File: src/rtl/dac_elem_rotator.sv
module dac_elem_rotator #(
  parameter int CORR_W = 8,
  parameter int FRAC   = 4
) (
  input  logic                     clk,
  input  logic                     rst,
  input  logic [2:0]               level_i,
  input  logic [1:0]               mode_i,
  input  logic [1:0]               ext_ptr_i,
  input  logic                     tbl_we_i,
  input  logic [1:0]               tbl_addr_i,
  input  logic [CORR_W-1:0]        tbl_data_i,
  output logic [3:0]               elem_en_o,
  output logic signed [CORR_W+2:0] corr_o
);
  localparam int N_EL  = 4;
  localparam int OUT_W = CORR_W + 3;
  localparam logic [1:0] M_AVG = 2'b01;
  localparam logic [1:0] M_CAL = 2'b10;

  logic [1:0]               avg_ptr, sel_ptr;
  logic [2:0]               lvl;
  logic [N_EL-1:0]          en_nxt;
  logic signed [CORR_W-1:0] tbl [N_EL];
  logic signed [OUT_W-1:0]  err_sum, scaled;

  assign lvl = (level_i > 3'd4) ? 3'd4 : level_i;

  always_comb begin
    case (mode_i)
      M_AVG:   sel_ptr = avg_ptr;
      M_CAL:   sel_ptr = ext_ptr_i;
      default: sel_ptr = 2'd0;
    endcase
  end

  for (genvar i = 0; i < N_EL; i++) begin : g_el
    logic [1:0] off;
    assign off       = 2'(i) - sel_ptr;
    assign en_nxt[i] = {1'b0, off} < lvl;
  end

  always_comb begin
    err_sum = '0;
    for (int i = 0; i < N_EL; i++)
      if (en_nxt[i]) err_sum = err_sum + OUT_W'(tbl[i]);
  end

  assign scaled = signed'({{(OUT_W-3-FRAC){1'b0}}, lvl, {FRAC{1'b0}}});

  always_ff @(posedge clk) begin
    if (rst) begin
      avg_ptr   <= '0;
      elem_en_o <= '0;
      corr_o    <= '0;
      for (int i = 0; i < N_EL; i++) tbl[i] <= '0;
    end else begin
      elem_en_o <= en_nxt;
      corr_o    <= scaled - err_sum;
      if (tbl_we_i) tbl[tbl_addr_i] <= signed'(tbl_data_i);
      if (mode_i == M_AVG) avg_ptr <= avg_ptr + lvl[1:0];
    end
  end
endmodule


File: config.mk
export PLATFORM = sky130hd
export DESIGN_NAME = dac_elem_rotator
export DESIGN_NICKNAME = d
export VERILOG_FILES = /design/src/rtl/dac_elem_rotator.sv
export SDC_FILE = /design/constraint.sdc
export NUM_CORES = 1
export LEC_CHECK = 0
export BUFFER_PORTS_ARGS = -buffer_cell sky130_fd_sc_hd__buf_2
export CAP_MARGIN = 0
export CORE_MARGIN = 5
export CORE_UTILIZATION = 50
export CTS_CLUSTER_DIAMETER = 80
export DETAILED_ROUTE_END_ITERATION = 12
export PLACE_DENSITY_LB_ADDON = 0.15
export SKIP_CTS_REPAIR_TIMING = 1
export SLEW_MARGIN = 5
export SYNTH_ARGS = -nofsm -noshare
export SYNTH_HDL_FRONTEND = slang
export SYNTH_SLANG_ARGS = --single-unit
File: constraint.sdc
create_clock -name clk -period 9.35 [get_ports clk]
set_input_delay 0 -clock clk [delete_from_list [all_inputs] [get_ports clk]]
set_output_delay 0 -clock clk [all_outputs]
set_load 0.02 [all_outputs]
==> summary.txt, run 1 <==
Status
  • Status: completed

Logic synthesis
  • Post-synthesis simple-gate area fraction: 0.223
  • Sequential area share after synthesis: 0.335
  • Synth Area in Adders: 0.141
  • Mapped Area: 3880 sq um
  • Number of flops mapped to enable cells by yosys: 32
  • Netlist cell types: 59
  • Register bit total from synthesis: 49
  • Synth Area in Compound Gates: 0.162
  • Post-Syn Instances: 418
  • Avg Cell Area, Syn: 9.29 sq um
  • Multiplexer share of the synthesized area: 0.0371
  • Ys Warns: 0
  • Post-Synth XOR/XNOR Area: 0.0690
  • Share of flip-flops with an asynchronous set or reset: 0
  • Syn nets: 480
  • Main area contributors after synthesis: edfxtp_1 (25%), ha_1 (13%), dfxtp_1 (8.8%)
  • Synth area leader: edfxtp_1
  • Largest family of logic cells by synthesized area: simple AND/OR/NAND/NOR gates
  • Top_reg_cell synth: edfxtp_1
  • Area share of the largest cell type after synthesis: 0.248

STA
  • Fin. max-slew vios: 0
  • FMAX: 0.132 GHz
  • Number of hold violations in the final report: 0
  • TNS Setup: 0 ns
  • Hold slack: 0.00806 ns
  • Final period util: 0.809
  • RSZ-0062 raised after global routing: false
  • Relative max-transition margin: 0.234
  • Actual slew at the worst max-slew pin: 1.14 ns
  • Minimum clock period after layout: 7.56 ns
  • Layout Skew: 0.00753 ns
  • Final setup vio count: 0

Cells and area
  • Final Util: 0.557
  • ANT cells: 0
  • Most frequent standard cell in the layout excluding fill and tap cells: nor2_1
  • Nets: 513
  • Most frequent cells in the layout: nor2_1 (43), ha_1 (39), and2_1 (37)
  • Fillers: 713
  • Area Growth Syn to Fin: 9.77%
  • Fraction of layout cells with a size suffix above 1: 0.133

Pwr
  • Fraction of power consumed by combinational cells: 0.565
  • P_leak: 0.00188 uW
  • Clock share of power: 0.159
  • Internal Power: 586 uW
  • Net switching power: 408 uW
  • Pwr per Cell Area: 233 nW/um^2
  • Switch share: 0.410
  • Max VDD drop: 0.0812 mV
  • Part of the power in registers: 0.276

Floorplanning
  • Die Wd: 98.1 um
  • I/O pin count: 35
  • Initial Util: 0.508
  • Die Y: 98.1 um
  • Area of the die: 9620 sq um
  • Floorplan core area: 7650 sq um
  • Rows: 32

Worst setup path
  • CP Launch Point: avg_ptr[0]$_SDFFE_PP0N_
  • Worst Path Arrival: 7.82 ns
  • Crit Path Max Fanout: 8
  • Worst r2r src: avg_ptr[0]$_SDFFE_PP0N_
  • Largest stage delay, worst path: 0.84 ns
  • Endpoint class of the critical path: register
  • CP dominant cell by count: ha_1
  • Critical Path Source Type: register
  • Worst path required time: 9.60 ns
  • CP max-delay cell: a211oi_1
  • Crit Path Class: reg -> reg

Drt
  • Drt wl/cell: 15.1 um
  • ANT nets after route: 0
  • Starting DRT DRC Count: 124
  • Vias per cell: 5.52
  • # DRC: 0
  • Final wirelength: 8.35 mm
  • Vias: 3057
  • First drt pass iteration count: 4

Clock tree
  • Total CTS buffers: 5
  • Clk buf depth: 2
  • Clk root buf: clkbuf_8
  • CTS tree: built
  • Insertion delay to the later sink of the worst-skew pair: 0.31 ns
  • # clock sinks: 49
  • H-tree levels: 2
  • Clk slew on worst S/H paths: 0.10 ns

Global routing
  • Pin count of the biggest net entering global routing: 22
  • Grt total ovfl: 0
  • First-pass GRT wire length: 13.9 mm
  • Initial antenna violation count: 0
  • Vias in the first global route: 2899
  • All-layer global routing usage: 0.179

Flow run
  • Max_cap viols: 0

Place
  • IO buf count: 34
  • HPWL after DPL: 6.75 mm
  • Gpl congestion: 0.872

Hold path
  • Hold WC Path Type: in -> reg
  • Hold_sp: tbl_data_i[0]
==> metrics by stage <==
| stage | instance area, sq um | total power [uW] | cells | setup WS (ns) |
|---|---|---|---|---|
| finish | 4260 | 994 | 554 | 1.79 |
| global route | 4260 | 1080 | 554 | 1.15 |
| CTS | 4260 | 996 | 554 | 1.81 |
| detailed placement | 4150 | 838 | 546 | 1.85 |
| global placement | 4150 | 826 | 546 | 1.97 |
| floorplan | 3880 | 729 | 418 | 2.81 |
==> cell type report <==
type | count | area [sq um] | share of cell area
timing repair buffer | 35 | 178 | 0.0417
sequential | 49 | 1300 | 0.305
clock buffer | 5 | 68.8 | 0.0162
clock inverter | 3 | 46.3 | 0.0109
multi-input combinational | 337 | 2450 | 0.576
inverter | 23 | 86.3 | 0.0203
tap | 102 | 128 | 0.0300
==> layer usage <==
metal	vias to the layer above	GRT usage	part of all wire	wire, um
met5	-	0	0	0
met4	0	0.0522	0.020	165
met3	14	0.0279	0.044	369
met2	65	0.305	0.47	3900
met1	1396	0.235	0.47	3920
li1	1582	-	-	-
==> state kept, by name, summed over array words and instances, names as in the netlist <==
name / count
tbl: 32
corr_o: 11
elem_en_o: 4
avg_ptr: 2
==> kinds of logic (layout without fill, tap and decap cells) <==
kind of cell,count (synthesis),in the layout
and+or+nand+nor,167,167
AOI/OAI and AO/OA,86,86
DFF,49,49
adders and majority gates,42,42
buffers and inverters,32,66
xor gates and xnor gates,29,29
muxes,13,13
==> worst paths after layout <==
kind | slack (ns) | cells after the start | end
setup / recovery | 1.79 | 33 | corr_o[10]$_SDFF_PP0_
hold / removal | 0.008 | 2 | tbl[1][0]$_SDFFCE_PN0P_
setup reg to reg | 1.79 | 33 | corr_o[10]$_SDFF_PP0_
hold reg to reg | 0.60 | 2 | avg_ptr[1]$_SDFFE_PP0N_
==> worst max-delay path, delay by kind of cell (launching register included) <==
family	cells	cell delay, ns
fa+ha+maj	6	1.92
compound gates	12	2.64
buf+inv	2	0.16
xor+xnor	1	0.15
mux	1	0.33
simple gates	11	1.95
flops	1	0.37
==> cell usage after synthesis (3+ instances only) <==
cell type  count
a211oi_1       8
a21o_1         7
a21oi_1       12
a31oi_1        5
and2_1        37
and3_1         6
clkbuf_1       6
dfxtp_1       17
edfxtp_1      32
fa_1           3
ha_1          39
inv_1         23
mux2_2         3
mux2i_1        8
nand2_1       27
nand3_1        8
nand3b_1       3
nor2_1        43
nor2b_1        8
nor3_1        12
nor3b_1        7
o211ai_1       3
o21a_1         3
o21ai_0       19
o31ai_1        3
or2_2          5
or3_1          4
xnor2_1       14
xor2_1        14
==> power groups by stage <==
stage	combinational (uW)	clock [uW]	sequential [uW]
floorplan	426	0	303
global placement	547	0	279
detailed placement	558	0	280
CTS	561	160	275
global route	630	170	278
finish	562	158	274
No activity file was read; power rests on OpenSTA's default activity.
==> run 2, diff against run 1 <==
Clock period 9.35 ns to 6.8 ns, I/O delays scaled along.
==> run 2 against run 1 <==
Compared with the run above:
- via count up 1.8%
- cell count up 3.2%
- clock power up 39%
- global-route usage down 0.74 points
- combinational power up 60%
- non-clock buffer count up 18
- critical path depth unchanged
- cell area up 6.5%
- die area unchanged
- wire length up 4.7%
- core utilization up 3.6 points
- sequential cell count unchanged
- largest power group unchanged
==> summary.txt, run 2 (synthesized netlist as in run 1, its figures left out) <==
Cells and area
  • Area Growth Syn to Fin: 16.9%
  • Fillers: 674 (-5.5%)
  • Fraction of layout cells with a size suffix above 1: 0.215 (+0.0822)
  • Final Util: 0.593 (+0.0360)
  • Most frequent standard cell in the layout excluding fill and tap cells: nor2_1
  • ANT cells: 0 (unchanged)
  • Non-filler cells, final: 572 (+3.2%)
  • Nets: 531 (+3.5%)
  • Most frequent cells in the layout: nor2_1 (43), and2_1 (37), ha_1 (35)
  • Largest register FFs: 32 (unchanged)
  • Largest registers: tbl (32), corr_o (11), elem_en_o (4)
  • Most flops, register: tbl

STA
  • Final period util: 0.957 (+0.148)
  • Fin. max-slew vios: 0 (unchanged)
  • Minimum clock period after layout: 6.51 ns (-1.05 ns)
  • FMAX: 0.154 GHz (+16%)
  • Layout Skew: 0.0152 ns (+0.00766 ns)
  • Actual slew at the worst max-slew pin: 1.16 ns (+0.0230 ns)
  • Number of hold violations in the final report: 0 (unchanged)
  • Final setup vio count: 0 (unchanged)
  • Relative max-transition margin: 0.216 (-0.0177)

Worst setup path
  • Crit Path Max Fanout: 6 (-2)
  • Worst Path Arrival: 6.78 ns (-1.04 ns)
  • Critical Path Source Type: register
  • Worst path required time: 7.07 ns (-2.53 ns)
  • CP dominant cell by count: nor2_1
  • Crit Path Class: reg -> reg
  • Largest stage delay, worst path: 0.47 ns (-0.37 ns)
  • Endpoint class of the critical path: register
  • CP max-delay cell: or4_1

Drt
  • First drt pass iteration count: 4 (unchanged)
  • ANT nets after route: 0 (unchanged)
  • Final wirelength: 8.74 mm (+4.7%)
  • Vias per cell: 5.44 (-1.4%)
  • Drt wl/cell: 15.3 um (+1.4%)
  • # DRC: 0 (unchanged)
  • Vias: 3112 (+1.8%)
  • Starting DRT DRC Count: 111 (-10%)

Floorplanning
  • Area of the die: 9620 sq um (unchanged)
  • Initial Util: 0.508 (unchanged)
  • Rows: 32 (unchanged)
  • Die Y: 98.1 um (unchanged)
  • Floorplan core area: 7650 sq um (unchanged)
  • I/O pin count: 35 (unchanged)
  • Die Wd: 98.1 um (unchanged)

Clock tree
  • Insertion delay to the later sink of the worst-skew pair: 0.31 ns (about the same)
  • Clk buf depth: 2 (unchanged)
  • # clock sinks: 49 (unchanged)
  • Clk root buf: clkbuf_8
  • H-tree levels: 2 (unchanged)
  • Total CTS buffers: 5 (unchanged)
  • Clk slew on worst S/H paths: 0.10 ns (about the same)
  • CTS tree: built

Place
  • Gpl congestion: 0.905 (+3.9%)
  • IO buf count: 34 (unchanged)
  • Placed cell count: 555 (+1.6%)
  • HPWL after DPL: 6.56 mm (-2.8%)

Global routing
  • First-pass GRT wire length: 13.5 mm (-3.5%)
  • All-layer global routing usage: 0.172 (-0.00738)
  • Pin count of the biggest net entering global routing: 22 (unchanged)
  • Vias in the first global route: 2793 (-3.7%)
  • Grt total ovfl: 0 (unchanged)
  • Initial antenna violation count: 0 (unchanged)

Status
  • Status: completed

Pwr
  • P_leak: 0.00198 uW (+5.8%)
  • Max VDD drop: 0.146 mV (+79%)
  • Pwr per Cell Area: 330 nW/um^2 (+41%)

Hold path
  • Hold WC Path Type: in -> reg

Flow run
  • Max_cap viols: 0 (unchanged)
## run 2: final cells by class
| class | count | area [sq um] | area share |
|---|---|---|---|
| tap | 102 | 128 | 0.0281 |
| clock inverter | 3 | 47.5 | 0.0105 |
| clock buffer | 5 | 68.8 | 0.0152 |
| inverter | 23 | 86.3 | 0.0190 |
| timing repair buffer | 53 | 313 | 0.0690 |
| sequential | 49 | 1310 | 0.288 |
| multi-input combinational | 337 | 2590 | 0.570 |
## run 2: worst max-delay path: cells and delay by family (launching register included)
| kind | cells | cell delay (ns) |
|---|---|---|
| buf+inv | 2 | 0.33 |
| simple gates | 12 | 1.63 |
| fa+ha+maj | 5 | 1.61 |
| xor+xnor | 3 | 0.50 |
| flops | 1 | 0.37 |
| compound gates | 10 | 1.75 |
| mux | 1 | 0.31 |
## run 2: power by group
part	internal (uW)	switching, uW	leakage, uW
logic	420	480	0.00147
clock network	112	108	0.0000591
registers	362	15.2	0.000455
## run 2: stage by stage
step                power [uW]  setup TNS, ns  instance area [sq um]  hold slack, ns  setup slack [ns]
floorplan                 1000              0                   3880           0.170             0.263
global placement          1170        -0.0502                   4210           0.347           -0.0502
detailed placement        1180        -0.0767                   4210           0.352           -0.0652
CTS                       1400         -0.134                   4330          0.0253           -0.0988
global route              1610        -0.0454                   4540          0.0206           -0.0333
finish                    1500              0                   4540          0.0258             0.290
## run 2: final timing paths
kind / from / end / slack, ns / depth (start not counted)
worst max-delay path: avg_ptr[0]$_SDFFE_PP0N_ / corr_o[10]$_SDFF_PP0_ / 0.29 / 33
worst min-delay path: tbl_data_i[6] / tbl[1][6]$_SDFFCE_PN0P_ / 0.03 / 2
worst max register to register: avg_ptr[0]$_SDFFE_PP0N_ / corr_o[10]$_SDFF_PP0_ / 0.29 / 33
worst min register to register: avg_ptr[1]$_SDFFE_PP0N_ / avg_ptr[1]$_SDFFE_PP0N_ / 0.54 / 2
## run 2: routing by layer
metal  wire length [um]  GRT usage  up-vias
li1                   -          -     1613
met3                406     0.0357        5
met4                 36     0.0277        0
met2               4240      0.293       67
met1               4060      0.230     1427
met5                  0          0        -
==> run 3, diff against run 2 <==
Settings changed: CELL_PAD_IN_SITES_DETAIL_PLACEMENT from default to 2, CELL_PAD_IN_SITES_GLOBAL_PLACEMENT from default to 2, CORE_UTILIZATION 50 to 34, MAX_ROUTING_LAYER from default to met4.
==> run 3 against run 2 <==
Compared with the run above:
- total power increased by 13%
- setup slack got worse by 0.10 ns
- cell area increased by 8.1%
- clock-buffer cell count unchanged
- highest routed layer unchanged
==> summary.txt, run 3 (synthesized netlist as in run 1, its figures left out) <==
Status
  • Status: completed

Cells and area
  • Most frequent standard cell in the layout excluding fill and tap cells: buf_4
  • Largest registers: tbl (32), corr_o (11), elem_en_o (4)
  • Fraction of layout cells with a size suffix above 1: 0.274 (+0.0593)
  • Non-filler cells, final: 640 (+12%)
  • Largest register FFs: 32 (unchanged)
  • Design Area, Final: 4900 sq um (+8.1%)
  • Area Growth Syn to Fin: 26.3%
  • Nets: 557 (+4.9%)
  • Most frequent cells in the layout: buf_4 (45), nor2_1 (42), and2_1 (37)
  • Most flops, register: tbl

Place
  • HPWL after DPL: 9.51 mm (+45%)
  • Gpl congestion: 0.822 (-9.3%)
  • Dpl cell area: 4440 sq um (+5.5%)
  • IO buf count: 34 (unchanged)
  • Placed cell count: 620 (+12%)

Floorplanning
  • Die Wd: 117 um (+19%)
  • Rows: 39 (+22%)
  • Area of the die: 13700 sq um (+42%)
  • Initial Util: 0.343 (-0.165)
  • I/O pin count: 35 (unchanged)
  • Floorplan core area: 11300 sq um (+48%)
  • Die Y: 117 um (+19%)

Pwr
  • Max VDD drop: 0.220 mV (+51%)
  • Net switching power: 692 uW (+15%)
  • Internal Power: 995 uW (+11%)
  • P_leak: 0.00214 uW (+8.0%)
  • Fraction of power consumed by combinational cells: 0.612 (+0.011)
  • Clock share of power: 0.163 (+0.016)
  • Pwr per Cell Area: 344 nW/um^2 (+4.3%)
  • Switch share: 0.410 (+0.00754)
  • Pwr Total: 1690 uW (+13%)
  • Part of the power in registers: 0.226 (-0.026)

Global routing
  • Grt total ovfl: 0 (unchanged)
  • Initial antenna violation count: 0 (unchanged)
  • First-pass GRT wire length: 18.6 mm (+38%)
  • All-layer global routing usage: 0.185 (+0.0127)
  • Pin count of the biggest net entering global routing: 22 (unchanged)
  • Vias in the first global route: 3581 (+28%)

Worst setup path
  • Crit Path Max Fanout: 6 (unchanged)
  • Levels on crit path: 33 (unchanged)
  • CP Capture Point: corr_o[10]$_SDFF_PP0_
  • Critical R2R Capture: corr_o[10]$_SDFF_PP0_
  • CP max-delay cell: or4_1
  • Worst reg-to-reg setup slack: 0.18 ns (-0.10 ns)
  • Kind of cell adding the most delay to the critical path: simple AND/OR/NAND/NOR gates
  • CP Launch Point: avg_ptr[1]$_SDFFE_PP0N_
  • Largest stage delay, worst path: 0.48 ns (about the same)
  • Worst path required time: 7.05 ns (-0.02 ns)
  • Crit Path Class: reg -> reg
  • Endpoint class of the critical path: register
  • R2R depth: 33 (unchanged)
  • Worst r2r src: avg_ptr[1]$_SDFFE_PP0N_
  • Critical Path Source Type: register
  • Sum of buffers and inverters on the critical path: 1 (-1)
  • Worst Path Arrival: 6.87 ns (+0.09 ns)

Drt
  • Vias per cell: 5.28 (-3.0%)
  • ANT nets after route: 0 (unchanged)
  • Starting DRT DRC Count: 90 (-19%)
  • Drt wl/cell: 19.1 um (+25%)
  • Final wirelength: 12.2 mm (+40%)
  • Vias: 3377 (+8.5%)
  • # DRC: 0 (unchanged)
  • First drt pass iteration count: 4 (unchanged)

Clock tree
  • Clk buf depth: 2 (unchanged)
  • Clk slew on worst S/H paths: 0.08 ns (-0.02 ns)
  • Clk root buf: clkbuf_16
  • CTS tree: built
  • Total CTS buffers: 5 (unchanged)
  • H-tree levels: 2 (unchanged)
  • Insertion delay to the later sink of the worst-skew pair: 0.31 ns (about the same)
  • # clock sinks: 49 (unchanged)

STA
  • Final period util: 0.973 (+0.0154)
  • FMAX: 0.151 GHz (-1.6%)
  • TNS Setup: 0 ns (unchanged)
  • Layout Skew: 0.0117 ns (-0.00346 ns)
  • Relative max-transition margin: 0.285 (+0.0687)
  • RSZ-0062 raised after global routing: true
  • Number of hold violations in the final report: 0 (unchanged)
  • Minimum clock period after layout: 6.62 ns (+0.105 ns)
  • Final setup vio count: 0 (unchanged)
  • Hold slack: 0.0307 ns (+0.00495 ns)
  • Fin. max-slew vios: 0 (unchanged)
  • Actual slew at the worst max-slew pin: 1.06 ns (-0.102 ns)

Flow run
  • Max_cap viols: 0 (unchanged)

Hold path
  • Worst hold path cell count: 2 (unchanged)
  • Hold WC Path Type: in -> reg
## run 3: cell types whose count changed in the layout (fill, tap and decap cells not counted), sizes merged
cell    previous run  this run
buf               53        79
bufinv             1         0
clkinv             0         1
diode              0         1
## run 3: stage by stage
step,util,setup WS [ns]
6_report,0.433,0.185
5_1_grt,0.433,-0.197
4_1_cts,0.406,-0.507
3_5_place_dp,0.393,-0.448
3_3_place_gp,0.393,-0.0948
2_1_floorplan,-,0.263
## run 3: worst min path at each step
stage / endpoint / slack [ns] / startpoint
2_1_floorplan: corr_o[10]$_SDFF_PP0_ / 0.17 / rst
3_3_place_gp: tbl[0][5]$_SDFFCE_PN0P_ / 0.35 / tbl_data_i[5]
3_5_place_dp: tbl[0][5]$_SDFFCE_PN0P_ / 0.36 / tbl_data_i[5]
4_1_cts: tbl[0][4]$_SDFFCE_PN0P_ / 0.03 / tbl_data_i[4]
5_1_grt: tbl[0][4]$_SDFFCE_PN0P_ / 0.03 / tbl_data_i[4]
6_report: tbl[0][4]$_SDFFCE_PN0P_ / 0.03 / tbl_data_i[4]
## run 3: layout make-up
cell class	instances	area [sq um]
Tap cell	143	179
Sequential cell	49	1310
Multi-Input combinational cell	337	2660
Clock buffer	5	125
Clock inverter	3	28.8
Timing Repair Buffer	79	508
Fill cell	1257	6420
Antenna cell	1	2.50
Inverter	23	86.3
## run 3: power by group through the flow
stage | sequential, uW | combinational [uW] | clock (uW)
after detailed placement | 386 | 936 | 0
after floorplan | 416 | 586 | 0
final | 381 | 1030 | 274
after CTS | 380 | 942 | 282
after global routing | 384 | 1140 | 295
after global placement | 385 | 893 | 0
## run 3: layer usage
| metal | vias up | GRT usage | share of wire |
|---|---|---|---|
| met2 | 39 | 0.325 | 0.52 |
| met3 | 13 | 0.0324 | 0.024 |
| met4 | 0 | 0.0413 | 0.013 |
| li1 | 1668 | - | - |
| met5 | - | - | 0 |
| met1 | 1657 | 0.220 | 0.44 |
